$ cat src/rtl/cvbs_pkg.sv
package cvbs_pkg;

  typedef struct packed {
    logic blank;
    logic posU;
    logic posV;
  } strobe_t;

  function automatic int chanOf(int idx, int pos);
    return (idx >> pos) & 3;
  endfunction

  function automatic int lumaOf(int idx);
    return (10 * chanOf(idx, 4) + 19 * chanOf(idx, 2) + 3 * chanOf(idx, 0)) / 3;
  endfunction

  function automatic int diffOf(int level, int luma, int gain, int shift);
    int prod;
    prod = ((32 * level) / 3 - luma) * gain;
    return prod >>> shift;
  endfunction

endpackage

$ cat src/rtl/cvbs_ctrl.sv
module cvbs_ctrl
  import cvbs_pkg::*;
(
  input  logic    clk,
  input  logic    rstN,
  input  logic    syncIn,
  input  logic    carrierI,
  input  logic    carrierQ,
  output strobe_t ctrlStb
);

  always_ff @(posedge clk) begin
    if (!rstN) begin
      ctrlStb <= '{blank: 1'b1, posU: 1'b0, posV: 1'b0};
    end else begin
      ctrlStb.blank <= syncIn;
      ctrlStb.posU  <= carrierI;
      ctrlStb.posV  <= carrierQ;
    end
  end

endmodule

$ cat src/rtl/cvbs_datapath.sv
module cvbs_datapath
  import cvbs_pkg::*;
#(
  parameter bit PAL_MODE     = 1'b0,
  parameter int CHROMA_SHIFT = 4,
  parameter int CODE_W       = 7,
  parameter int TERM_W       = 10,
  parameter int BLACK_LEVEL  = 16
) (
  input  logic              clk,
  input  logic              rstN,
  input  logic [5:0]        pixelRgb,
  input  strobe_t           ctrlStb,
  output logic [CODE_W-1:0] dacCode
);

  localparam int GAIN_U   = PAL_MODE ? 8 : 7;
  localparam int GAIN_V   = PAL_MODE ? 11 : 10;
  localparam int SUM_W    = TERM_W + 3;
  localparam int CODE_MAX = (1 << CODE_W) - 1;
  localparam int ENTRIES  = 64;

  logic signed [TERM_W-1:0] lutY [ENTRIES];
  logic signed [TERM_W-1:0] lutU [ENTRIES];
  logic signed [TERM_W-1:0] lutV [ENTRIES];

  for (genvar i = 0; i < ENTRIES; i++) begin : g_lut
    localparam int Y_I = lumaOf(i);
    localparam int U_I = diffOf(chanOf(i, 0), Y_I, GAIN_U, CHROMA_SHIFT);
    localparam int V_I = diffOf(chanOf(i, 4), Y_I, GAIN_V, CHROMA_SHIFT);
    assign lutY[i] = TERM_W'(Y_I);
    assign lutU[i] = TERM_W'(U_I);
    assign lutV[i] = TERM_W'(V_I);
  end

  logic signed [TERM_W-1:0] yReg, uReg, vReg;

  always_ff @(posedge clk) begin
    if (!rstN) begin
      yReg <= '0;
      uReg <= '0;
      vReg <= '0;
    end else begin
      yReg <= lutY[pixelRgb];
      uReg <= lutU[pixelRgb];
      vReg <= lutV[pixelRgb];
    end
  end

  logic signed [SUM_W-1:0] uTerm, vTerm, sum;
  logic [CODE_W-1:0] codeNext;

  always_comb begin
    uTerm = ctrlStb.posU ? SUM_W'(uReg) : -SUM_W'(uReg);
    vTerm = ctrlStb.posV ? SUM_W'(vReg) : -SUM_W'(vReg);
    sum   = SUM_W'(BLACK_LEVEL) + SUM_W'(yReg) + uTerm + vTerm;
    if (sum < 0)
      codeNext = '0;
    else if (sum > SUM_W'(CODE_MAX))
      codeNext = CODE_W'(CODE_MAX);
    else
      codeNext = sum[CODE_W-1:0];
  end

  always_ff @(posedge clk) begin
    if (!rstN)
      dacCode <= '0;
    else if (ctrlStb.blank)
      dacCode <= '0;
    else
      dacCode <= codeNext;
  end

  AST_RESET_ZERO: assert property (@(posedge clk) !rstN |=> dacCode == '0);

  AST_SYNC_BLANK: assert property (@(posedge clk) disable iff (!rstN)
    ctrlStb.blank |=> dacCode == '0);

endmodule

$ cat src/rtl/cvbs_encoder.sv
module cvbs_encoder
  import cvbs_pkg::*;
#(
  parameter bit PAL_MODE     = 1'b0,
  parameter int CHROMA_SHIFT = 4
) (
  input  logic       clk,
  input  logic       rstN,
  input  logic [5:0] pixelRgb,
  input  logic       syncIn,
  input  logic       carrierI,
  input  logic       carrierQ,
  output logic [6:0] dacCode
);

  strobe_t ctrlStb;

  cvbs_ctrl u_ctrl (
    .clk     (clk),
    .rstN    (rstN),
    .syncIn  (syncIn),
    .carrierI(carrierI),
    .carrierQ(carrierQ),
    .ctrlStb (ctrlStb)
  );

  cvbs_datapath #(
    .PAL_MODE    (PAL_MODE),
    .CHROMA_SHIFT(CHROMA_SHIFT),
    .CODE_W      (7)
  ) u_dp (
    .clk     (clk),
    .rstN    (rstN),
    .pixelRgb(pixelRgb),
    .ctrlStb (ctrlStb),
    .dacCode (dacCode)
  );

  AST_SYNC_LATENCY: assert property (@(posedge clk) disable iff (!rstN)
    syncIn |-> ##2 dacCode == 7'd0);

  AST_GREY_LEVEL: assert property (@(posedge clk) disable iff (!rstN)
    (!syncIn && pixelRgb[5:4] == pixelRgb[3:2] && pixelRgb[3:2] == pixelRgb[1:0])
    |-> ##2 dacCode == 7'(16 + (32 * int'($past(pixelRgb[5:4], 2))) / 3));

endmodule

$ cat config.mk
export PLATFORM = sky130hd
export DESIGN_NAME = cvbs_encoder
export DESIGN_NICKNAME = d
export VERILOG_FILES = /design/src/rtl/cvbs_pkg.sv /design/src/rtl/cvbs_ctrl.sv /design/src/rtl/cvbs_datapath.sv /design/src/rtl/cvbs_encoder.sv
export SDC_FILE = /design/constraint.sdc
export NUM_CORES = 1
export LEC_CHECK = 0
export ABC_AREA = 1
export BUFFER_PORTS_ARGS = -buffer_cell sky130_fd_sc_hd__buf_2
export CORE_ASPECT_RATIO = 0.8
export CORE_MARGIN = 5
export CORE_UTILIZATION = 65
export CTS_CLUSTER_DIAMETER = 120
export DETAILED_ROUTE_END_ITERATION = 10
export GPL_ROUTABILITY_DRIVEN = 0
export PLACE_DENSITY_LB_ADDON = 0.3
export SLEW_MARGIN = 20
export SYNTH_ARGS = -nofsm -noshare
export SYNTH_HDL_FRONTEND = slang
export SYNTH_SLANG_ARGS = --single-unit
$ cat constraint.sdc
create_clock -name clk -period 5 [get_ports clk]
set_input_delay 0.75 -clock clk [delete_from_list [all_inputs] [get_ports clk]]
set_output_delay 0.75 -clock clk [all_outputs]
set_load 0.02 [all_outputs]
==> results_tabular.tex <==
\begin{tabular}{lr}
\hline
Metric & Value \\
\hline
\multicolumn{2}{l}{\textbf{Placement}} \\
Cell area reported after detailed placement & 0.00316 mm2 \\
Detailed placement HPWL & $\sim$6.4 mm \\
Worst setup timing slack at the placement stage & between 1.5 and 2 ns \\
Number of input and output port buffers inserted & 17 \\
Dpl cells & 547 \\
\multicolumn{2}{l}{\textbf{Floorplanning}} \\
Die Area & just over 0.006 mm2 \\
Width of the die & 87.0 um \\
Effective utilization at floorplan & approximately two thirds \\
Area of the core region & between 0.004 and 0.005 mm2 \\
IO Pins & 18 \\
Height of the die & about 72 um \\
Placement row count & 22 \\
\multicolumn{2}{l}{\textbf{Routing}} \\
Antenna violation net count after detailed routing & 0 \\
Number of DRC violations after detailed routing & 0 \\
Post-DR vias/cell & approximately 6.1 \\
Wire length reported by the detailed router & between 8 and 9 mm \\
Number of vias after detailed routing & approximately 3300 \\
DR iter-0 viols & approximately 410 \\
First-pass iteration count of the detailed router & 6 \\
Mean routed wirelength per cell & 14.9 um \\
\multicolumn{2}{l}{\textbf{Critical path}} \\
Critical Path Start Type & flop \\
Worst-path maximum fanout & 7 \\
Critical path buffers and inverters & 3 \\
Slack of the worst reg-to-reg path & 1.78 ns \\
Critical-path cell list & inv\_1 -> ha\_1 -> nand3\_1 -> ha\_1 -> o21ai\_0 -> fa\_1 -> ha\_1 -> nand2\_1 -> nand2\_1 -> nand2\_1 -> nand2\_1 -> nand2\_1 -> nand3\_1 -> nand2\_1 -> clkinv\_1 -> nor2\_2 -> nand2\_2 -> nand2\_4 -> nand3\_1 -> nand2\_1 -> inv\_1 \\
Required time at the worst-slack endpoint & $\sim$5.2 ns \\
Crit path DAT & 3.39 ns \\
Critical path endpoint category & flop \\
Start-to-end type of the worst setup path & flop to flop \\
CP max stage delay & $\sim$0.47 ns \\
Reg2Reg Launch Point & u\_dp.vReg[1] \\
Cell at the slowest stage of the critical path & fa\_1 \\
Cell type group with the largest total delay on the critical path & adder cells \\
RR Endpoint & u\_dp.dacCode[1] \\
Most common cell on crit path & nand2\_1 \\
Source of the critical timing path & u\_dp.vReg[1] \\
Levels on crit path & 21 \\
Number of cells on the worst reg-to-reg path & 21 \\
\multicolumn{2}{l}{\textbf{Clocking}} \\
Largest buffer count on any clock path & 2 \\
Count of buffers added by post-CTS timing repair for setup & 0 \\
Clock latency reported for the late side of the worst-skew pair & between 0.2 and 0.3 ns \\
Root Driver & clkbuf\_8 \\
TritonCTS sink count & 26 \\
Number of buffers inserted during clock tree synthesis & 3 \\
TritonCTS clock tree & done \\
CTS resizes & 0 \\
CTS hold repair buffers & 0 \\
Level count of the clock H-tree & 1 \\
Clock-pin slew on the worst setup and hold paths & $\sim$0.080 ns \\
\multicolumn{2}{l}{\textbf{Timing}} \\
Final hold slack & 0.615 ns \\
Minimum setup slack in the final design & approximately 1.8 ns \\
RSZ-0062 raised after global routing & no \\
Max Slew Vio Count & 0 \\
Layout Skew & approximately 0.0015 ns \\
Sum Neg Setup Slack & 0 ns \\
Tcrit/Tclk final & approximately 64\% \\
Final setup fails & 0 \\
F\_max & about 310 MHz \\
Actual transition at the worst max-transition pin & roughly 0.53 ns \\
Final number of hold-violating endpoints & 0 \\
Minimum clock period after layout & around 3.2 ns \\
Worst max-slew margin expressed relative to the limit & approximately 64\% \\
\multicolumn{2}{l}{\textbf{Cells and area}} \\
Final Instance Area & roughly 0.0032 mm2 \\
Register cell area after layout & $\sim$520 um2 \\
Area added between synthesis and finish & 4.92\% \\
Fin cells & between 500 and 600 \\
Fraction of final layout cells with drive strength greater than 1 & a little under a tenth \\
Finished Core Util & a little over two thirds \\
Fill cell instance count of the final layout & 390 \\
Total number of nets in the final design & $\sim$550 \\
Antenna diodes & 0 \\
Multi-input gate area in the final layout & 0.00217 mm2 \\
\multicolumn{2}{l}{\textbf{Power}} \\
Total power consumption of the routed design & $\sim$1.1 mW \\
Gate power share & between 60\% and 70\% \\
Sequential power share & between 20\% and 30\% \\
Clock network fraction of design power & roughly 15\% \\
Largest voltage drop on the vdd net & between 0.2 and 0.3 mV \\
Pwr Density & 347 mW/mm2 \\
Net load switching power & 530 uW \\
Switching power share of the total & about 47\% \\
Internal Power & just under 600 uW \\
LEAKAGE & $\sim$1.8 nW \\
\multicolumn{2}{l}{\textbf{Global route}} \\
Number of antenna violations at the first check in global routing & 0 \\
Vias in the first global route & around 3000 \\
Aggregate global routing overflow & 0 \\
Maximum number of pins on one net before global-route repair & 22 \\
Combined global-route utilization of all metal layers & 28.1\% \\
First-pass GRT wire length & between 10 and 15 mm \\
\multicolumn{2}{l}{\textbf{Worst hold path}} \\
Hold path cells & 4 \\
Endpoint with the worst hold slack & u\_dp.dacCode[3] \\
Min-Delay Path Class & flop to flop \\
Start point of the worst hold path & u\_ctrl.ctrlStb[2] \\
\multicolumn{2}{l}{\textbf{Synth}} \\
Number of distinct library cells after synthesis & between 40 and 50 \\
Top\_reg\_cell synth & dfxtp\_1 \\
Fraction of registers with async set/reset & 0\% \\
Number of flip-flops and latches in the synthesized netlist & 26 \\
Ys Warns & 0 \\
Avg Cell Area, Syn & approximately 6.3 um2 \\
Netlist area before placement & between 0.003 and 0.004 mm2 \\
Number of synthesized flops with an enable pin & 0 \\
Cells after Synth & roughly 490 \\
Sequential area share after synthesis & between 15 and 20\% \\
Net count after synthesis & between 500 and 600 \\
\multicolumn{2}{l}{\textbf{Run}} \\
Max Cap Viol & 0 \\
\multicolumn{2}{l}{\textbf{Outcome}} \\
Result of the run & completed \\
\hline
\end{tabular}
[area by class of cell]
class | count | area share (%)
flip-flops and latches | 26 | 16.1
well taps | 60 | 2.32
inverters | 83 | 9.64
multi-input cells | 361 | 67.1
clock inverters | 1 | 0.930
repair buffers | 17 | 2.63
clock buffers | 3 | 1.28
[layout by cell type (no fill, tap or decap), types with 2 or more instances in the layout]
cell	instances
a211oi_1	2
a21oi_1	28
a221oi_1	3
a311oi_1	2
a31oi_1	3
buf_2	17
clkbuf_8	3
dfxtp_1	26
fa_1	8
ha_1	35
inv_1	79
inv_2	3
nand2_1	123
nand2_2	6
nand3_1	36
nand3_2	3
nand4_1	3
nor2_1	38
nor2_2	4
nor3_1	8
o211ai_1	6
o21ai_0	21
o21ai_1	2
o21bai_1	2
o221ai_1	2
o22ai_1	5
or2_2	3
xnor2_1	4
xor2_1	4
[kinds of logic (layout without fill, tap and decap cells)]
group                      count (synthesis)  after routing  synth area share (%)
and+or+nand+nor                          227            227                  31.9
DFF                                       26             26                  16.9
adders and majority gates                 43             43                  19.4
AOI/OAI and AO/OA                         83             83                  16.7
buffers and inverters                     99            104                  12.7
xor gates and xnor gates                   8              8                  2.28
[cell usage after synthesis, types with 4 or more instances]
| cell | instances | area (um2) |
|---|---|---|
| ha_1 | 35 | 438 |
| nor2_2 | 4 | 25.0 |
| o21ai_0 | 21 | 105 |
| xor2_1 | 4 | 35.0 |
| nor3_1 | 8 | 40.0 |
| inv_1 | 79 | 297 |
| a21oi_1 | 28 | 140 |
| nand3_1 | 36 | 180 |
| clkbuf_1 | 5 | 18.8 |
| xnor2_1 | 4 | 35.0 |
| dfxtp_1 | 26 | 521 |
| o22ai_1 | 5 | 31.3 |
| nand2_2 | 6 | 37.5 |
| fa_1 | 8 | 160 |
| buf_2 | 6 | 30.0 |
| nor2_1 | 38 | 143 |
| nand2_1 | 123 | 462 |
| o211ai_1 | 6 | 45.0 |
[worst max path at each step]
stage	slack (ns)	endpoint
floorplan	2.10	u_dp.dacCode[5]
global placement	1.88	u_dp.dacCode[5]
detailed placement	1.82	u_dp.dacCode[1]
CTS	1.79	u_dp.dacCode[1]
global route	1.40	u_dp.dacCode[6]
finish	1.78	u_dp.dacCode[1]
[flip-flops by register name (all words and copies together) (netlist names)]
register and flops:
u_dp.dacCode 7, u_dp.uReg 5, u_dp.yReg 6, u_ctrl.ctrlStb 3
u_dp.vReg 5
[routing by layer]
metal  GRT usage (%)  routed length, um
met5               0                  0
met4            2.77                167
met3            8.28               1250
met2            39.0               3190
met1            43.7               3620
[power by group through the flow]
| stage | registers [mW] | clock network, mW | logic, mW |
|---|---|---|---|
| after floorplan | 0.250 | 0 | 0.544 |
| after global placement | 0.242 | 0 | 0.679 |
| after detailed placement | 0.242 | 0 | 0.688 |
| after CTS | 0.238 | 0.172 | 0.699 |
| after global routing | 0.240 | 0.179 | 0.809 |
| final | 0.238 | 0.168 | 0.714 |
[worst register-to-register path, cell delays in order, from the launching register on]
cell      delay (ns)
dfxtp_1         0.31
inv_1           0.10
ha_1            0.17
nand3_1         0.12
ha_1            0.31
o21ai_0         0.24
fa_1            0.47
ha_1            0.38
nand2_1         0.13
nand2_1         0.06
nand2_1         0.06
nand2_1         0.05
nand2_1         0.07
nand3_1         0.06
nand2_1         0.06
clkinv_1        0.06
nor2_2          0.13
nand2_2         0.08
nand2_4         0.09
nand3_1         0.07
nand2_1         0.06
inv_1           0.04
Power figures use the tool's default switching activity.
